`src/rtl/sop_pkg.sv`:
```
package sop_pkg;

  // Number of product terms actually built for a given style.
  function automatic int term_count(input bit fixed_or, input int n_term,
                                    input int n_out, input int per_out);
    return fixed_or ? n_out * per_out : n_term;
  endfunction

endpackage

```
`src/rtl/sop_cfg_store.sv`:
```
module sop_cfg_store #(
  parameter int  SH_W  = 8,
  parameter int  ACT_W = 8,
  parameter bit  BLANK = 1'b1
) (
  input  logic             clk,
  input  logic             rst,
  input  logic             shift_i,
  input  logic             data_i,
  input  logic             load_i,
  output logic [ACT_W-1:0] active_o
);

  logic [SH_W-1:0] shadow;

  always_ff @(posedge clk) begin
    if (rst) begin
      shadow   <= {SH_W{BLANK}};
      active_o <= {ACT_W{BLANK}};
    end else begin
      if (shift_i) shadow <= {data_i, shadow[SH_W-1:1]};
      if (load_i)  active_o <= shadow[ACT_W-1:0];
    end
  end

  // a commit copies the shadow as it stood at that edge
  p_commit_copy_r8: assert property (@(posedge clk) disable iff (rst)
    load_i |=> active_o == $past(shadow[ACT_W-1:0]));

  // without a commit the active connections do not move
  p_active_hold_r7: assert property (@(posedge clk) disable iff (rst)
    !load_i |=> $stable(active_o));

  // a shifted bit enters at the top of the shadow
  p_shift_entry_r7: assert property (@(posedge clk) disable iff (rst)
    shift_i |=> shadow[SH_W-1] == $past(data_i));

endmodule

```
`src/rtl/sop_and_plane.sv`:
```
module sop_and_plane #(
  parameter int N_IN = 4,
  parameter int NT   = 10,
  localparam int LIT_W = 2 * N_IN
) (
  input  logic [N_IN-1:0]    in_i,
  input  logic [NT*LIT_W-1:0] and_bits_i,
  output logic [NT-1:0]      term_o
);

  logic [LIT_W-1:0] lits;

  // Literal 2i is the true input, literal 2i+1 its complement
  for (genvar i = 0; i < N_IN; i++) begin : g_lit
    assign lits[2*i]   = in_i[i];
    assign lits[2*i+1] = ~in_i[i];
  end

  for (genvar t = 0; t < NT; t++) begin : g_term
    logic [LIT_W-1:0] mask;
    assign mask = and_bits_i[t*LIT_W +: LIT_W];

    always_comb begin
      logic val;
      val = |mask;                       // empty term is off
      for (int l = 0; l < LIT_W; l++)
        if (mask[l] && !lits[l]) val = 1'b0;
      term_o[t] = val;
      // a literal paired with its complement forces the term low
      for (int i = 0; i < N_IN; i++)
        if (mask[2*i] && mask[2*i+1])
          p_contra_low_r3: assert (!val);
    end
  end

endmodule

```
`src/rtl/sop_or_full.sv`:
```
module sop_or_full #(
  parameter int N_OUT = 4,
  parameter int NT    = 10
) (
  input  logic [NT-1:0]       term_i,
  input  logic [N_OUT*NT-1:0] or_bits_i,
  output logic [N_OUT-1:0]    out_o
);

  always_comb begin
    for (int o = 0; o < N_OUT; o++) begin
      out_o[o] = 1'b0;
      for (int t = 0; t < NT; t++)
        if (or_bits_i[o*NT + t] && term_i[t]) out_o[o] = 1'b1;
    end
    // with no active term nothing can reach an output
    if (term_i == '0) p_idle_quiet_r5: assert (out_o == '0);
  end

endmodule

```
`src/rtl/sop_or_fixed.sv`:
```
module sop_or_fixed #(
  parameter int N_OUT   = 4,
  parameter int PER_OUT = 4
) (
  input  logic [N_OUT*PER_OUT-1:0] term_i,
  output logic [N_OUT-1:0]         out_o
);

  // each output owns a private, contiguous group of terms
  for (genvar o = 0; o < N_OUT; o++) begin : g_grp
    assign out_o[o] = |term_i[o*PER_OUT +: PER_OUT];
  end

endmodule

```
`src/rtl/sop_array.sv`:
```
module sop_array #(
  parameter int N_IN          = 4,
  parameter int N_TERM        = 10,
  parameter int N_OUT         = 4,
  parameter int TERMS_PER_OUT = 4,
  parameter bit FIXED_OR      = 1'b0,
  parameter bit BLANK_MADE    = 1'b1
) (
  input  logic             clk,
  input  logic             rst,
  input  logic             cfg_shift,
  input  logic             cfg_data,
  input  logic             cfg_load,
  input  logic [N_IN-1:0]  in_vec,
  output logic [N_OUT-1:0] out_vec
);

  localparam int NT    = sop_pkg::term_count(FIXED_OR, N_TERM, N_OUT, TERMS_PER_OUT);
  localparam int LIT_W = 2 * N_IN;
  localparam int AND_W = NT * LIT_W;
  localparam int OR_W  = N_OUT * NT;
  localparam int CFG_W = AND_W + OR_W;
  localparam int ACT_W = FIXED_OR ? AND_W : CFG_W;

  logic [ACT_W-1:0] act;
  logic [NT-1:0]    terms;

  sop_cfg_store #(.SH_W(CFG_W), .ACT_W(ACT_W), .BLANK(BLANK_MADE)) u_store (
    .clk(clk), .rst(rst), .shift_i(cfg_shift), .data_i(cfg_data),
    .load_i(cfg_load), .active_o(act)
  );

  sop_and_plane #(.N_IN(N_IN), .NT(NT)) u_and (
    .in_i(in_vec), .and_bits_i(act[AND_W-1:0]), .term_o(terms)
  );

  if (FIXED_OR) begin : g_fixed
    sop_or_fixed #(.N_OUT(N_OUT), .PER_OUT(TERMS_PER_OUT)) u_or (
      .term_i(terms), .out_o(out_vec)
    );
  end else begin : g_full
    sop_or_full #(.N_OUT(N_OUT), .NT(NT)) u_or (
      .term_i(terms), .or_bits_i(act[ACT_W-1:AND_W]), .out_o(out_vec)
    );
  end

  // on the first cycle out of reset the blank array is silent
  p_blank_quiet_r9: assert property (@(posedge clk) disable iff (rst)
    $fell(rst) |-> out_vec == '0);

endmodule

```
`config.mk`:
```
export PLATFORM = sky130hd
export DESIGN_NAME = sop_array
export DESIGN_NICKNAME = d
export VERILOG_FILES = /design/src/rtl/sop_pkg.sv /design/src/rtl/sop_cfg_store.sv /design/src/rtl/sop_and_plane.sv /design/src/rtl/sop_or_full.sv /design/src/rtl/sop_or_fixed.sv /design/src/rtl/sop_array.sv
export SDC_FILE = /design/constraint.sdc
export NUM_CORES = 1
export LEC_CHECK = 0
export CORE_MARGIN = 2
export CORE_UTILIZATION = 30
export DETAILED_ROUTE_END_ITERATION = 7
export DONT_BUFFER_PORTS = 1
export PLACE_DENSITY = 0.51
export SLEW_MARGIN = 20
export SYNTH_ARGS = -nofsm -noshare
export SYNTH_HDL_FRONTEND = slang
export SYNTH_SLANG_ARGS = --single-unit
```
`constraint.sdc`:
```
create_clock -name clk -period 2.8 [get_ports clk]
set_input_delay 0.56 -clock clk [delete_from_list [all_inputs] [get_ports clk]]
set_output_delay 0.56 -clock clk [all_outputs]
set_load 0.05 [all_outputs]
```
==> results.yml, run 1 <==
synthesis:
  synth_compound_area_share_pct: 22.8
  yosysWarningCount: 0
  syn_area_um2: 9830
  synthXorXnorAreaFrac_pct: 0
  synth_top_family_by_area: "compound AO/OA/AOI/OAI gates"
  synth.distinct_cells: 27
  synthCells: 936
  synth-simple-area-share_pct: 20.8
  synth_adder_area_share_pct: 0
  ys_ff_latch: 240
  syn_area_per_cell_um2: 10.5
  syn_nets: 945
  yosysSeqAreaShare_pct: 48.9
  synth_mux_area_share_pct: 4.07
final_layout:
  fin_nets: 903
  post-route-util_pct: 34.5
  synthToLayoutAreaGrowth_pct: 13.8
  final_cell_mix: "240 x nor2b_1, 240 x a211o_1, 236 x dfxtp_1"
  num_antenna_cells: 0
  instances_no_fill: 1353
  drive_gt1_share_pct: 10.3
cts:
  clockBufferDepth: 3
  cts-buffers-inserted: 26
  clock-sinks: 240
  cts.htree.levels: 1
  clkTransAtPathRegs_ns: 0.06
  cts_tree: "built"
  worstSkewPairLatency_ns: 0.52
  clock-root-buffer: "clkbuf_16"
  hold_buffers: 0
timing:
  min_period_ns: 3.02
  rsz0062_at_grt: "true"
  drv_slew: 0
  relSlewSlack_pct: 61.9
  setup_ws_ns: -0.216
  clock.fmax_mhz: 332
  max_slew.worst_pin.slew_ns: 0.571
  finalClockSkew_ns: 0.00573
  finalSetupViolCount: 4
  fin_crit_sh_pct: 108
  hold_viol: 0
grt:
  overflow: 0
  grt_pass1_wl_um: 33100
  grtUsageTotal_pct: 11.8
  antenna_found_initial: 0
  grt_max_degree: 241
  grt_pass1_vias: 6247
drt:
  first_iter_violations: 449
  totalWireLength_um: 20300
  routedWlPerCell_um: 15.0
  drc: 0
  vias: 6495
  ant_nets: 0
  vias_per_cell: 4.80
  first_pass_iters: 4
floorplanning:
  ioPinCount: 13
  die_x_um: 185
  placementRows: 66
  initial_core_util_pct: 30.4
  coreArea_um2: 32400
  die_h_um: 185
  die_area_um2: 34200
pwr:
  p_per_area_nw_per_um2: 678
  cellLeakagePower_uw: 0.00415
  ir_worst_vdd_mv: 0.269
  switching_share_pct: 21.4
  switchingPower_uw: 1620
  clockPowerShare_pct: 44.4
  fin_total_pwr_uw: 7580
  seq_power_share_pct: 50.1
  combPwrFrac_pct: 5.5
  p_int_uw: 5960
place:
  dp_hpwl_um: 11100
  io_buffers: 0
  dp_slack_ns: 0.0633
  placedCellCount: 1305
  place.gp.congestion: 0.703
worst_setup_path:
  cp-end-kind: "primary output"
  worst-setup-path-type: "reg2out"
  cp-start-kind: "register"
  path_buf_inv: 2
  path_max_fanout: 3
  max_stage_delay_ns: 0.55
  cp.required_ns: 2.24
  crit_slowest_cell: "or4_4"
  path_cells: "or4_4 -> nor2_4 -> nor3b_4 -> a2111oi_4 -> buf_4 -> nand3_4 -> buf_8"
  crit_arrival_ns: 2.46
  crit_family: "simple AND/OR/NAND/NOR gates"
run_status:
  outcome: "complete, but fails checks"
  violations: "negative setup slack"
worst_hold_path:
  holdCritPathClass: "in2reg"
run:
  maxCapViolations: 0
routing by layer:
metal / vias up / global-route usage, % / part of all wire (%)
met2: 56 / 19.4 / 45
met5: - / 0 / 0
met4: 0 / 3.27 / 2.1
met1: 3065 / 16.2 / 50
met3: 33 / 1.65 / 2.7
li1: 3341 / - / -
worst reg2reg max path, cell delays in order (launching register included):
cell and delay, ns:
dfxtp_2 0.32, buf_4 0.13, nor2b_1 0.12, a211o_1 0.23
flip-flops by register name (all words and copies together), names as in the netlist:
name,count
u_store.active_o,120
u_store.shadow,120
power by group through the flow:
stage / registers, uW / logic (uW) / clock network [uW]
floorplan: 3810 / 532 / 0
global placement: 3870 / 405 / 0
detailed placement: 3870 / 413 / 0
CTS: 3800 / 422 / 3480
global route: 3830 / 474 / 3610
finish: 3800 / 418 / 3360
cell usage after synthesis:
cell type	count	area [um^2]
nand3_1	4	20.0
a2111oi_0	3	26.3
nor2b_1	240	1500
nor2_2	2	12.5
nor4_1	3	18.8
or4_1	7	52.6
nand4_1	7	43.8
nor3_2	2	20.0
nor3b_1	12	90.1
a2111oi_1	3	30.0
a21oi_1	1	5.00
buf_1	9	33.8
or4_4	11	124
o22ai_1	1	6.26
nand2_1	6	22.5
dfxtp_1	240	4800
mux2i_1	40	400
nor2_4	4	45.0
nor4b_1	6	52.6
a221oi_1	1	8.76
a211o_1	240	2100
o21ai_1	3	15.0
o21ai_0	3	15.0
nor2_1	10	37.5
a22oi_1	4	30.0
clkbuf_1	48	180
buf_2	26	130
final cells by class:
class	instances	area [um^2]
flip-flops and latches	240	4810
well taps	442	553
clock buffers	40	795
clock inverters	5	50.0
fillers	3308	21200
repair buffers	13	128
multi-input cells	613	4850
final timing paths:
check,from,end,slack [ns],cells past startpoint
setup reg to reg,u_store.active_o[9],u_store.active_o[9],1.89,3
hold reg to reg,u_store.shadow[0],u_store.active_o[0],0.47,1
hold / removal,cfg_data,u_store.shadow[119],0.16,1
setup / recovery,u_store.active_o[61],out_vec[0],-0.22,7
stage by stage:
stage | area (um^2) | setup TNS, ns | hold slack [ns]
3_5_place_dp | 10100 | 0 | 0.470
4_1_cts | 11100 | -0.834 | 0.135
5_1_grt | 11200 | -1.10 | 0.145
2_1_floorplan | 9830 | 0 | 0.431
3_3_place_gp | 10100 | 0 | 0.447
6_report | 11200 | -0.687 | 0.159
cell families after synthesis:
kind of cell    after synthesis
flops                       240
simple gates                314
buf+inv                      83
compound gates              259
mux                          40
timing repair:
action,4_1_cts,5_1_grt
buffers inserted,4,0
gates resized for setup,35,11
gates cloned,0,0
setup endpoints to repair,4,4
pin swaps,15,10
Power figures use the tool's default switching activity.
==> inputs of run 2 (changes only) <==
Settings changed: CTS_CLUSTER_DIAMETER from default to 100, HOLD_SLACK_MARGIN from default to 0.05.
==> results of run 2 <==
Same layout as run 1: the final DEF is identical, and so are final timing and power.
